`src/rtl/remap_setup_pkg.sv`:
```
package remap_setup_pkg;
  localparam int NUM_SEL    = 5;
  localparam int NUM_SHAPE  = 4;
  localparam int SEL_W      = $clog2(NUM_SHAPE);
  localparam int CODE_W     = NUM_SEL - SEL_W;
  localparam int DIM_ENC_W  = 5;
  localparam int DIM_W      = DIM_ENC_W + 1;
  localparam int BASE_FLD_W = 5;
  localparam int BASE_SHIFT = 2;
  localparam int BASE_W     = BASE_FLD_W + BASE_SHIFT;
  localparam int SHAPE_W    = BASE_W + 2 * DIM_W;

  typedef struct packed {
    logic [BASE_W-1:0] base;
    logic [DIM_W-1:0]  ydim;
    logic [DIM_W-1:0]  xdim;
  } shape_t;

  typedef logic [SEL_W-1:0] slot_t;
endpackage

```
`src/rtl/remap_shape_fmt.sv`:
```
module remap_shape_fmt
  import remap_setup_pkg::*;
(
  input  logic [DIM_ENC_W-1:0]  xdim_enc_i,
  input  logic [DIM_W-1:0]      ydim_i,
  input  logic [BASE_FLD_W-1:0] idx_base_i,
  output shape_t                shape_o
);
  always_comb begin
    shape_o.xdim = {1'b0, xdim_enc_i} + DIM_W'(1);
    shape_o.ydim = ydim_i;
    shape_o.base = {idx_base_i, {BASE_SHIFT{1'b0}}};
  end
endmodule

```
`src/rtl/remap_walk.sv`:
```
module remap_walk
  import remap_setup_pkg::*;
(
  input  logic [NUM_SEL-1:0]            mask_i,
  output logic [NUM_SEL-1:0][SEL_W-1:0] sel_o,
  output logic [NUM_SHAPE-1:0]          load_o
);
  slot_t slot;

  // slot width equals log2 of shape count, so increment wraps modulo NUM_SHAPE
  always_comb begin
    slot   = '0;
    sel_o  = '0;
    load_o = '0;
    for (int b = 0; b < NUM_SEL; b++) begin
      if (mask_i[b]) begin
        sel_o[b]     = slot;
        load_o[slot] = 1'b1;
        slot         = slot + slot_t'(1);
      end
    end
  end

  always_comb begin
    if ($countones(mask_i) >= NUM_SHAPE)
      assert_walk_full_R5: assert (load_o == '1);
    else
      assert_walk_slots_R4: assert ($countones(load_o) == $countones(mask_i));
  end
endmodule

```
`src/rtl/remap_pick.sv`:
```
module remap_pick
  import remap_setup_pkg::*;
(
  input  logic [NUM_SEL-1:0] mask_i,
  output logic               hit_o,
  output logic [NUM_SEL-1:0] which_o,
  output slot_t              slot_o
);
  localparam logic [CODE_W-1:0] CODE_LIM = CODE_W'(NUM_SEL);

  logic [CODE_W-1:0] code;

  assign code   = mask_i[NUM_SEL-1:SEL_W];
  assign slot_o = mask_i[SEL_W-1:0];
  assign hit_o  = code < CODE_LIM;

  for (genvar j = 0; j < NUM_SEL; j++) begin : g_dec
    assign which_o[j] = hit_o && (code == CODE_W'(j));
  end

  always_comb begin
    assert_pick_onehot_R6: assert ($onehot0(which_o));
    if (hit_o) assert_pick_hit_R8: assert (which_o != '0);
  end
endmodule

```
`src/rtl/remap_setup_ctrl.sv`:
```
module remap_setup_ctrl
  import remap_setup_pkg::*;
(
  input  logic                         clk_i,
  input  logic                         rst_ni,
  input  logic                         valid_i,
  input  logic                         mm_i,
  input  logic [NUM_SEL-1:0]           mask_i,
  input  logic [DIM_ENC_W-1:0]         xdim_enc_i,
  input  logic [DIM_W-1:0]             ydim_i,
  input  logic [BASE_FLD_W-1:0]        idx_base_i,
  input  logic [NUM_SEL*SEL_W-1:0]     cur_sel_i,
  input  logic [NUM_SEL-1:0]           cur_en_i,
  input  logic                         cur_persist_i,
  output logic [NUM_SHAPE-1:0]         shape_we_o,
  output logic [NUM_SHAPE*SHAPE_W-1:0] shape_data_o,
  output logic [NUM_SEL*SEL_W-1:0]     sel_o,
  output logic [NUM_SEL-1:0]           en_o,
  output logic                         persist_o
);
  shape_t                         fmt_shape;
  logic [NUM_SEL-1:0][SEL_W-1:0]  walk_sel;
  logic [NUM_SHAPE-1:0]           walk_load;
  logic                           pick_hit;
  logic [NUM_SEL-1:0]             pick_which;
  slot_t                          pick_slot;
  logic [NUM_SEL-1:0][SEL_W-1:0]  cur_sel;

  logic [NUM_SHAPE-1:0]           nxt_we;
  shape_t [NUM_SHAPE-1:0]         nxt_data;
  logic [NUM_SEL-1:0][SEL_W-1:0]  nxt_sel;
  logic [NUM_SEL-1:0]             nxt_en;
  logic                           nxt_persist;

  logic [NUM_SHAPE-1:0]           we_q;
  shape_t [NUM_SHAPE-1:0]         data_q;
  logic [NUM_SEL-1:0][SEL_W-1:0]  sel_q;
  logic [NUM_SEL-1:0]             en_q;
  logic                           persist_q;
  logic                           armed_q;

  assign cur_sel = cur_sel_i;

  remap_shape_fmt u_fmt (
    .xdim_enc_i (xdim_enc_i),
    .ydim_i     (ydim_i),
    .idx_base_i (idx_base_i),
    .shape_o    (fmt_shape)
  );

  remap_walk u_walk (
    .mask_i (mask_i),
    .sel_o  (walk_sel),
    .load_o (walk_load)
  );

  remap_pick u_pick (
    .mask_i  (mask_i),
    .hit_o   (pick_hit),
    .which_o (pick_which),
    .slot_o  (pick_slot)
  );

  always_comb begin
    nxt_we      = '0;
    nxt_data    = '0;
    nxt_sel     = cur_sel;
    nxt_en      = cur_en_i;
    nxt_persist = cur_persist_i;
    if (!mm_i) begin
      nxt_we      = '1;
      nxt_sel     = walk_sel;
      nxt_en      = mask_i;
      nxt_persist = 1'b0;
      for (int k = 0; k < NUM_SHAPE; k++)
        if (walk_load[k]) nxt_data[k] = fmt_shape;
    end else if (pick_hit) begin
      nxt_we[pick_slot]   = 1'b1;
      nxt_data[pick_slot] = fmt_shape;
      nxt_en              = cur_en_i | pick_which;
      nxt_persist         = 1'b1;
      for (int j = 0; j < NUM_SEL; j++)
        if (pick_which[j]) nxt_sel[j] = pick_slot;
    end
  end

  always_ff @(posedge clk_i or negedge rst_ni) begin
    if (!rst_ni) begin
      we_q      <= '0;
      data_q    <= '0;
      sel_q     <= '0;
      en_q      <= '0;
      persist_q <= 1'b0;
      armed_q   <= 1'b0;
    end else begin
      armed_q <= 1'b1;
      if (valid_i) begin
        we_q      <= nxt_we;
        data_q    <= nxt_data;
        sel_q     <= nxt_sel;
        en_q      <= nxt_en;
        persist_q <= nxt_persist;
      end else begin
        we_q   <= '0;
        data_q <= '0;
      end
    end
  end

  assign shape_we_o   = we_q;
  assign shape_data_o = data_q;
  assign sel_o        = sel_q;
  assign en_o         = en_q;
  assign persist_o    = persist_q;

  assert_we_needs_valid_R9: assert property (@(posedge clk_i) disable iff (!rst_ni)
    (armed_q && shape_we_o != '0) |-> $past(valid_i));

  assert_idle_hold_R9: assert property (@(posedge clk_i) disable iff (!rst_ni)
    (armed_q && !$past(valid_i)) |-> ($stable(sel_o) && $stable(en_o) && $stable(persist_o)));

  assert_walk_clear_R3: assert property (@(posedge clk_i) disable iff (!rst_ni)
    (armed_q && $past(valid_i && !mm_i)) |-> (shape_we_o == '1 && !persist_o));

  assert_walk_enable_R4: assert property (@(posedge clk_i) disable iff (!rst_ni)
    (armed_q && $past(valid_i && !mm_i)) |-> (en_o == $past(mask_i)));

  assert_pick_single_R6: assert property (@(posedge clk_i) disable iff (!rst_ni)
    (armed_q && $past(valid_i && mm_i)) |-> ($countones(shape_we_o) <= 1));

  assert_pick_keep_R7: assert property (@(posedge clk_i) disable iff (!rst_ni)
    (armed_q && $past(valid_i && mm_i)) |-> ((en_o & $past(cur_en_i)) == $past(cur_en_i)));
endmodule

```
`config.mk`:
```
export PLATFORM = sky130hd
export DESIGN_NAME = remap_setup_ctrl
export DESIGN_NICKNAME = d
export VERILOG_FILES = /design/src/rtl/remap_setup_pkg.sv /design/src/rtl/remap_shape_fmt.sv /design/src/rtl/remap_walk.sv /design/src/rtl/remap_pick.sv /design/src/rtl/remap_setup_ctrl.sv
export SDC_FILE = /design/constraint.sdc
export NUM_CORES = 1
export LEC_CHECK = 0
export ABC_CLOCK_PERIOD_IN_PS = 900
export BUFFER_PORTS_ARGS = -buffer_cell sky130_fd_sc_hd__buf_2
export CORE_MARGIN = 2
export CORE_UTILIZATION = 50
export DETAILED_ROUTE_END_ITERATION = 10
export PLACE_DENSITY_LB_ADDON = 0.08
export SYNTH_ARGS = -nofsm -noshare
export SYNTH_HDL_FRONTEND = slang
export SYNTH_SLANG_ARGS = --single-unit
```
`constraint.sdc`:
```
create_clock -name clk_i -period 0.9 [get_ports clk_i]
set_clock_uncertainty 0.1 [all_clocks]
set_input_delay 0.18 -clock clk_i [delete_from_list [all_inputs] [get_ports clk_i]]
set_output_delay 0.18 -clock clk_i [all_outputs]
set_load 0.1 [all_outputs]
```
==> results.py, run 1 <==
metrics = {
    "logic_synthesis": {
        "synth_seq_area_share": 0.565,
        "synth-main-ff-cell": "dfrtp_1",
        "syn_area_um2": 3900,
        "synth_cell_type_count": 48,
        "yosysTopAreaCellShare": 0.565,
        "syn_avg_cell_area_um2": 12.3,
        "synth_edf_count": 0,
        "ys_ff_latch": 88,
        "synthTopCellsByArea": "dfrtp_1, and3_1, nor3b_1, ha_1, nor3b_2",
        "async_reset_ff_frac": 1.00,
        "synthCells": 317,
        "ys_warn_count": 0,
        "netlist.top_cell.by_area": "dfrtp_1",
    },
    "clocking": {
        "root_buffer": "clkbuf_8",
        "hold_buffers": 6,
        "cts_resized": 107,
        "cts_buffer_depth": 2,
        "cts_setup_buffers": 10,
        "h-tree-depth": 3,
        "cts.sinks": 88,
        "numCtsBuffers": 9,
    },
    "place": {
        "gp_congestion": 0.953,
        "port_buffers": 128,
        "pre_cts_ws_ns": -1.42,
        "placed_cells": 583,
        "dp_hpwl_um": 9610,
    },
    "floorplanning": {
        "die_w_um": 92.3,
        "num_rows": 32,
        "die_h_um": 92.3,
        "initial_core_util": 0.510,
        "ios": 137,
    },
    "run_status": {
        "status": "did not finish",
        "firstError": "[ERROR DPL-0033] detailed placement checks failed during check placement.",
        "lastStage": "clock tree synthesis",
    },
}
synthesized netlist by cell type, drive strengths merged (2+ instances only):
master	instances
a21boi	3
a21oi	13
nor3	3
nor3b	34
nor2	14
a22oi	2
dfrtp	88
and2	4
mux2	8
clkbuf	2
o31ai	2
o21ai	12
mux2i	9
o22ai	3
o221ai	4
nand3	5
inv	14
ha	11
xnor2	2
nor4	2
and3	34
buf	26
nand2	11
metrics by stage:
stage,hold slack [ns],cell area [um^2],util,TNS [ns]
3_5_place_dp,-0.0593,6760,0.884,-104.03
2_1_floorplan,-0.216,4360,-,-95.12
3_3_place_gp,-0.0621,6760,0.884,-96.33
cell families after synthesis:
| logic type | Yosys count | synth area share |
|---|---|---|
| compound gates | 44 | 0.0860 |
| xor+xnor | 3 | 0.00674 |
| fa+ha+maj | 12 | 0.0404 |
| buf+inv | 42 | 0.0639 |
| flops | 88 | 0.565 |
| mux | 17 | 0.0462 |
| other cells | 1 | 0.000962 |
| simple gates | 110 | 0.191 |
==> run 2, diff against run 1 <==
- CORE_UTILIZATION: 50 -> 40
- PLACE_DENSITY_LB_ADDON: 0.08 -> 0.15
==> results.py, run 2 <==
metrics = {
    "route": {
        "wirelength_met1_um": 4690,
        "drc": 0,
        "wl_met2_um": 6380,
        "met3_wirelength_um": 639,
        "first_pass_iters": 4,
        "vias": 3232,
        "totalWireLength_um": 11900,
        "topRoutingLayerUsed": "met4",
        "drtAntennaViolNets": 0,
        "avgRoutedWirePerCell_um": 18.2,
        "dr.first_iter.drc_count": 86,
        "vias_per_cell": 4.94,
    },
    "power_and_ir_drop": {
        "combPwrFrac": 0.400,
        "netSwitchingFraction": 0.377,
        "pwr-share-clk": 0.239,
        "power.internal_mw": 7.92,
        "total_power_mw": 12.7,
        "ir_drop_mv": 1.32,
        "cellLeakagePower_nw": 3.32,
        "p_seq_frac": 0.361,
        "p_switching_mw": 4.79,
        "power.density_nw_per_um2": 1630,
    },
    "worst_setup_path": {
        "r2r-end": "en_o[0]",
        "slowest_delay_ns": 0.47,
        "path_max_fanout": 8,
        "path_common_cell": "buf_6",
        "required_ns": 1.09,
        "end_kind": "flip-flop",
        "path_class": "input port to flip-flop",
        "critPathLaunchType": "input port",
        "path_buf_inv": 4,
        "r2r_cells": 1,
        "slowest_stage": "fa_2",
        "crit_family": "adder cells",
        "cp-startpoint": "mask_i[0]",
        "reg2reg_from": "en_o[0]",
        "ff2ff_setup_slack_ns": -0.08,
        "crit_arrival_ns": 2.14,
        "cp_cell_sequence": "buf_6 > inv_6 > fa_2 > buf_6 > ha_4 > nand2b_4 > o31ai_4 > o221ai_4 > clkbuf_16 > and3_4",
    },
    "grt": {
        "grt_pass1_wl_um": 17700,
        "antenna_found_initial": 0,
        "grt_pass1_vias": 3384,
        "overflow": 0,
        "grt_max_degree": 31,
        "grt_use_total": 0.225,
    },
    "run": {
        "drv_cap": 0,
    },
    "finish": {
        "largest_register_ffs": 68,
        "final_common_cell": "buf_12",
        "drive_above_1_share": 0.760,
        "nets": 570,
        "stdcell_count": 654,
        "nFillCells": 492,
        "final_cell_mix": "buf_12, dfrtp_4, buf_4",
        "area_growth_pct": 100,
        "antenna_cells": 0,
    },
    "timing": {
        "fin_ws_ns": -1.05,
        "min_period_over_period": 2.17,
        "finalSetupViolCount": 173,
        "period_minus_slack_ns": 1.95,
        "hold_viol": 0,
        "timing.fmax_mhz": 513,
        "grt_setup_unrepaired": "true",
        "maxSlewViolCount": 0,
    },
    "logic_synthesis": {
        "ys_warn_count": 0,
        "synth_common_cells": "dfrtp_1, and3_1, nor3b_1",
        "ys_ff_latch": 88,
        "syn_avg_cell_area_um2": 12.3,
        "syn_area_um2": 3900,
        "synth_cell_type_count": 48,
        "synthCells": 317,
        "synth_seq_area_share": 0.565,
        "netlist.top_cell.by_area": "dfrtp_1",
        "async_reset_ff_frac": 1.00,
        "synth_edf_count": 0,
        "synthTopCellsByArea": "dfrtp_1, and3_1, nor3b_1, ha_1, nor3b_2",
        "synth.most_common_cell": "dfrtp_1",
        "yosysTopAreaCellShare": 0.565,
        "synth-main-ff-cell": "dfrtp_1",
    },
    "clocking": {
        "h-tree-depth": 3,
        "numCtsBuffers": 9,
        "cts_tree": "built",
        "clkTransAtPathRegs_ns": 0.09,
        "root_buffer": "clkbuf_8",
        "clk_latency_ns": 0.35,
        "cts_buffer_depth": 2,
        "cts.sinks": 88,
    },
    "floorplanning": {
        "ios": 137,
        "die_h_um": 103,
        "initial_core_util": 0.406,
        "placeableCoreArea_um2": 9590,
        "num_rows": 36,
        "dieArea_um2": 10500,
        "die_w_um": 103,
    },
    "run_status": {
        "status": "complete, but fails checks",
        "violations": "negative setup slack",
    },
    "place": {
        "dp_hpwl_um": 8120,
        "placed_cells": 616,
        "port_buffers": 128,
        "gp_congestion": 0.911,
        "pre_cts_ws_ns": -1.56,
    },
    "worst_hold_path": {
        "min_path_type": "input port to flip-flop",
        "hold_path_depth": 2,
        "whs_endpoint": "shape_data_o[26]",
        "worstHoldStart": "ydim_i[1]",
    },
}
-- run 2: cell counts after synthesis --
Identical to the previous run, type by type.
-- run 2: logic make-up after synthesis --
group / share of synthesized area
flip-flops: 0.565
AO/OA/AOI/OAI: 0.0860
AND/OR/NAND/NOR: 0.191
buffers and inverters: 0.0639
other: 0.000962
adder cells (fa/ha/maj): 0.0404
multiplexers: 0.0462
XOR/XNOR: 0.00674
-- run 2: final cells by class --
| cell class | count | area (um^2) | area share |
|---|---|---|---|
| Sequential cell | 88 | 2530 | 0.325 |
| Tap cell | 133 | 166 | 0.0213 |
| Clock inverter | 6 | 91.3 | 0.0117 |
| Timing Repair Buffer | 210 | 2970 | 0.380 |
| Inverter | 14 | 75.1 | 0.00963 |
| Multi-Input combinational cell | 194 | 1840 | 0.236 |
| Clock buffer | 9 | 124 | 0.0159 |
-- run 2: repair_timing --
item,CTS,global route
cloned,3,2
buffers inserted,9,5
pin swaps,21,20
hold endpoints to repair,100,0
gates resized for setup,51,54
setup endpoints to repair,176,176
hold buffers,9,0
-- run 2: how the worst max path moves through the flow --
stage	end	slack (ns)	cells past startpoint
CTS	shape_data_o[45]	-0.98	11
floorplan	shape_data_o[47]	-1.44	11
global placement	shape_data_o[62]	-1.49	8
finish	shape_data_o[0]	-1.05	10
detailed placement	shape_data_o[75]	-1.56	8
global route	shape_data_o[4]	-1.08	10
-- run 2: power groups by stage --
stage	Combinational [mW]	Sequential, mW	Clock [mW]
6_report	5.08	4.59	3.03
5_1_grt	5.26	4.62	3.27
4_1_cts	4.86	4.60	3.09
3_5_place_dp	4.50	4.68	0
3_3_place_gp	4.45	4.68	0
2_1_floorplan	0.962	6.38	0
-- run 2: layer usage --
layer | vias up | global-route usage
li1 | 1489 | -
met1 | 1614 | 0.278
met2 | 114 | 0.394
met3 | 15 | 0.0481
met4 | 0 | 0.0738
met5 | - | 0
-- run 2: stage by stage --
stage	area (um^2)	hold WS, ns	utilization	setup TNS (ns)
floorplan	4360	-0.216	-	-95.12
global placement	6810	-0.0700	0.710	-108.32
detailed placement	6810	-0.0665	0.710	-112.19
CTS	7500	0.000688	0.782	-103.81
global route	7790	0.00287	0.812	-108.40
finish	7790	0.0137	0.812	-102.96
(Power assumes the default switching activity.)
==> run 3, diff against run 2 <==
- TNS_END_PERCENT: not set -> 30
==> results.py, run 3 (synthesis results as in run 2) <==
metrics = {
    "route": {
        "drtAntennaViolNets": 0,
        "vias_per_cell": 4.86,
        "drc": 0,
        "avgRoutedWirePerCell_um": 17.4,
        "first_pass_iters": 4,
        "vias": 3130,
        "dr.first_iter.drc_count": 84,
        "totalWireLength_um": 11200,
    },
    "timing": {
        "finalSetupViolCount": 173,
        "fin_tns_setup_ns": -92.95,
        "hold_viol": 0,
        "min_period_over_period": 2.07,
        "fin_ws_ns": -0.963,
        "period_minus_slack_ns": 1.86,
        "grt_setup_unrepaired": "true",
        "timing.fmax_mhz": 537,
        "maxSlewViolCount": 0,
    },
    "grt": {
        "grt_pass1_vias": 3337,
        "grt_use_total": 0.223,
        "antenna_found_initial": 0,
        "grt_pass1_wl_um": 17600,
        "grt_max_degree": 35,
        "overflow": 0,
    },
    "power_and_ir_drop": {
        "combPwrFrac": 0.405,
        "p_switching_mw": 4.67,
        "power.internal_mw": 7.11,
        "netSwitchingFraction": 0.397,
        "p_seq_frac": 0.376,
        "ir_drop_mv": 1.18,
        "pwr-share-clk": 0.218,
        "cellLeakagePower_nw": 3.32,
        "power.density_nw_per_um2": 1660,
    },
    "floorplanning": {
        "die_w_um": 103,
        "die_h_um": 103,
        "dieArea_um2": 10500,
        "initial_core_util": 0.406,
        "placeableCoreArea_um2": 9590,
        "ios": 137,
        "num_rows": 36,
    },
    "clocking": {
        "h-tree-depth": 3,
        "clkTransAtPathRegs_ns": 0.08,
        "clk_latency_ns": 0.36,
        "numCtsBuffers": 9,
        "cts.sinks": 88,
        "cts_buffer_depth": 2,
        "root_buffer": "clkbuf_8",
        "cts_tree": "built",
    },
    "finish": {
        "largest_register_ffs": 68,
        "final_cell_mix": "buf_12, dfrtp_1, buf_4",
        "nFillCells": 600,
        "area_growth_pct": 82.0,
        "nets": 559,
        "drive_above_1_share": 0.550,
        "antenna_cells": 0,
        "multiInputGateArea_um2": 1710,
        "final_util": 0.739,
        "final_common_cell": "buf_12",
        "seqCellArea_um2": 2200,
    },
    "worst_setup_path": {
        "critPathLaunchType": "input port",
        "path_max_fanout": 4,
        "end_kind": "flip-flop",
        "crit_arrival_ns": 2.01,
        "path_class": "input port to flip-flop",
        "required_ns": 1.04,
    },
    "run": {
        "drv_cap": 0,
    },
    "place": {
        "dp_hpwl_um": 7920,
        "gp_congestion": 0.867,
        "port_buffers": 128,
        "pre_cts_ws_ns": -1.35,
    },
    "run_status": {
        "violations": "negative setup slack",
        "status": "complete, but fails checks",
    },
    "worst_hold_path": {
        "min_path_type": "input port to flip-flop",
    },
}
run 3: cell count changes in the layout (fill, tap and decap cells not counted), moves of 5 or more:
cell	change
dfrtp_1	+88
dfrtp_4	-88
nor3b_2	+7
nor3b_1	-6
and3_1	+5
and3_4	-5
run 3: critical path, stage by stage:
cell	delay, ns
buf_8	0.08
inv_4	0.03
fa_2	0.62
inv_4	0.06
ha_4	0.24
nand2_4	0.06
o31ai_4	0.09
a311oi_4	0.31
buf_6	0.16
clkbuf_16	0.14
nor4_4	0.03
run 3: final cells by class:
| type | instances | share of cell area |
|---|---|---|
| Multi-Input combinational cell | 194 | 0.242 |
| Sequential cell | 88 | 0.310 |
| Clock buffer | 11 | 0.0199 |
| Inverter | 14 | 0.00882 |
| Clock inverter | 5 | 0.00582 |
| Timing Repair Buffer | 199 | 0.390 |
| Tap cell | 133 | 0.0235 |
run 3: worst paths after layout:
check | start | to | slack (ns) | cells after the start
hold / removal | idx_base_i[2] | shape_data_o[35] | 0.01 | 2
setup / recovery | mask_i[2] | shape_data_o[43] | -0.96 | 11
setup reg to reg | en_o[2] | en_o[2] | -0.02 | 1
min in group asynchronous | rst_ni | shape_we_o[0] | 0.08 | 2
max in group asynchronous | rst_ni | shape_data_o[39] | 0.20 | 3
hold reg to reg | persist_o | persist_o | 0.48 | 2
run 3: metrics by stage:
| stage | power, mW | cell area, um^2 | hold slack (ns) | std cells |
|---|---|---|---|---|
| finish | 11.8 | 7090 | 0.00959 | 644 |
| global route | 12.2 | 7090 | 0.00911 | 644 |
| CTS | 11.8 | 7060 | 0.00294 | 646 |
| detailed placement | 8.96 | 6420 | -0.0778 | 611 |
| global placement | 8.90 | 6420 | -0.0782 | 611 |
| floorplan | 7.10 | 3970 | -0.216 | 324 |
run 3: routing by layer:
layer,vias up,track usage,routed length (um)
met4,0,0.0769,216
met2,91,0.383,5790
met1,1563,0.285,4680
met3,16,0.0427,512
li1,1460,-,-
met5,-,0,0
run 3: power groups by stage:
stage          Sequential (mW)  Clock (mW)  Combinational, mW
2_1_floorplan             6.18           0              0.925
3_3_place_gp              4.50           0               4.40
3_5_place_dp              4.51           0               4.45
4_1_cts                   4.44        2.60               4.78
5_1_grt                   4.46        2.76               4.96
6_report                  4.43        2.57               4.77
run 3: timing repair:
action                     4_1_cts  5_1_grt
setup endpoints to repair      174      175
hold buffers                    10        0
buffers inserted                 7        0
hold endpoints to repair       103        0
pin swaps                       26       13
cloned                           2        1
resized for setup               53       21
==> run 4, diff against run 3 <==
- CELL_PAD_IN_SITES_DETAIL_PLACEMENT: not set -> 0
- CELL_PAD_IN_SITES_GLOBAL_PLACEMENT: not set -> 1
- CORE_UTILIZATION: 40 -> 38
==> results.py, run 4 (synthesis results as in run 2) <==
metrics = {
    "worst_setup_path": {
        "end_kind": "flip-flop",
        "crit_family": "adder cells",
        "critPathLaunchType": "input port",
        "path_buf_inv": 3,
        "slowest_delay_ns": 0.52,
        "required_ns": 1.10,
        "slowest_stage": "fa_1",
        "crit_arrival_ns": 2.03,
        "path_max_fanout": 8,
        "ff2ff_setup_slack_ns": -0.01,
        "cp_cell_sequence": "buf_8 > inv_6 > fa_1 > ha_1 > nand2b_4 > o31ai_4 > o221ai_4 > clkbuf_16 > and3_4",
        "path_class": "input port to flip-flop",
    },
    "power_and_ir_drop": {
        "ir_drop_mv": 0.925,
        "power.density_nw_per_um2": 1690,
        "cellLeakagePower_nw": 3.29,
    },
    "finish": {
        "nFillCells": 671,
        "stdcell_count": 647,
        "area_growth_pct": 80.5,
        "final_common_cell": "buf_12",
        "nets": 562,
        "largest_register_ffs": 68,
        "fin_area_um2": 7030,
        "antenna_cells": 0,
        "final_cell_mix": "buf_12, dfrtp_1, buf_4",
        "drive_above_1_share": 0.543,
    },
    "timing": {
        "min_period_over_period": 2.04,
        "fin_tns_setup_ns": -92.96,
        "period_minus_slack_ns": 1.83,
        "finalSetupViolCount": 174,
        "maxSlewViolCount": 0,
        "timing.fmax_mhz": 546,
        "holdWs_ns": -0.0105,
        "hold_viol": 1,
        "grt_setup_unrepaired": "true",
        "fin_ws_ns": -0.932,
    },
    "floorplanning": {
        "die_w_um": 105,
        "placeableCoreArea_um2": 9860,
        "dieArea_um2": 11100,
        "initial_core_util": 0.395,
        "num_rows": 36,
        "ios": 137,
        "die_h_um": 105,
    },
    "worst_hold_path": {
        "min_path_type": "input port to flip-flop",
    },
    "route": {
        "dr.first_iter.drc_count": 121,
        "drtAntennaViolNets": 0,
        "first_pass_iters": 4,
        "drc": 0,
        "avgRoutedWirePerCell_um": 16.9,
        "totalWireLength_um": 10900,
        "vias_per_cell": 4.84,
        "vias": 3134,
    },
    "run_status": {
        "status": "complete, but fails checks",
        "violations": "negative hold slack, negative setup slack",
    },
    "clocking": {
        "cts_buffer_depth": 2,
        "cts_tree": "built",
        "clk_latency_ns": 0.36,
        "h-tree-depth": 3,
        "root_buffer": "clkbuf_8",
        "numCtsBuffers": 9,
        "clkTransAtPathRegs_ns": 0.10,
        "cts.sinks": 88,
    },
    "grt": {
        "grt_use_total": 0.203,
        "grt_pass1_vias": 3312,
        "grt_max_degree": 54,
        "grt_pass1_wl_um": 17700,
        "overflow": 0,
        "antenna_found_initial": 0,
    },
    "run": {
        "drv_cap": 0,
    },
    "place": {
        "dp_hpwl_um": 7860,
        "placed_cells": 616,
        "pre_cts_ws_ns": -1.35,
        "gp_congestion": 0.823,
        "post_dp_cell_area_um2": 6420,
        "port_buffers": 128,
    },
}
[run 4: cell count changes in the layout (fill, tap and decap cells not counted), sizes merged]
| cell | change |
|---|---|
| buf | +2 |
| clkbuf | -3 |
| clkinv | -2 |
| clkinvlp | -1 |
| dlygate4sd3 | +2 |
| inv | +5 |
[run 4: metal layers]
layer / track usage / up-vias / share of wire
li1: - / 1469 / -
met1: 0.251 / 1560 / 0.39
met2: 0.368 / 100 / 0.55
met3: 0.0445 / 5 / 0.054
met4: 0.0371 / 0 / 0.0054
met5: 0 / - / 0
[run 4: timing repair]
| item | CTS | global route |
|---|---|---|
| hold endpoints to repair | 115 | 0 |
| endpoints found under the setup margin | 175 | 175 |
| pin swaps | 10 | 7 |
| hold buffers | 12 | 0 |
| gates resized for setup | 40 | 19 |
| gates cloned | 0 | 1 |
| buffers inserted | 1 | 1 |
[run 4: area by class of cell]
cell class / instances / area, um^2 / area share
Inverter: 14 / 65.1 / 0.00925
Clock inverter: 7 / 76.3 / 0.0109
Sequential cell: 88 / 2200 / 0.313
Timing Repair Buffer: 202 / 2710 / 0.385
Clock buffer: 9 / 124 / 0.0176
Tap cell: 133 / 166 / 0.0237
Multi-Input combinational cell: 194 / 1690 / 0.241
[run 4: worst min-delay path, cell delays in order]
cell	delay (ns)
buf_2	0.08
o211ai_1	0.09
o21ai_0	0.07
[run 4: metrics by stage]
step           total power [mW]   util
2_1_floorplan              7.10      -
3_3_place_gp               8.90  0.651
3_5_place_dp               8.95  0.651
4_1_cts                    11.9  0.701
5_1_grt                    12.4  0.713
6_report                   11.9  0.713
[run 4: path summary, 6_finish.rpt]
check                           cells past startpoint          endpoint     startpoint
worst max-delay path                                9  shape_data_o[37]      mask_i[1]
min in group asynchronous                           3  shape_data_o[14]         rst_ni
worst min register to register                      1          sel_o[4]       sel_o[4]
worst max register to register                      1          sel_o[2]       sel_o[2]
worst min-delay path                                3         persist_o  cur_persist_i
max in group asynchronous                           3  shape_data_o[20]         rst_ni
[run 4: power breakdown]
group	switching [mW]	total, mW	internal [mW]
logic	2.94	4.70	1.75
registers	0.233	4.43	4.20
clock network	1.65	2.76	1.12
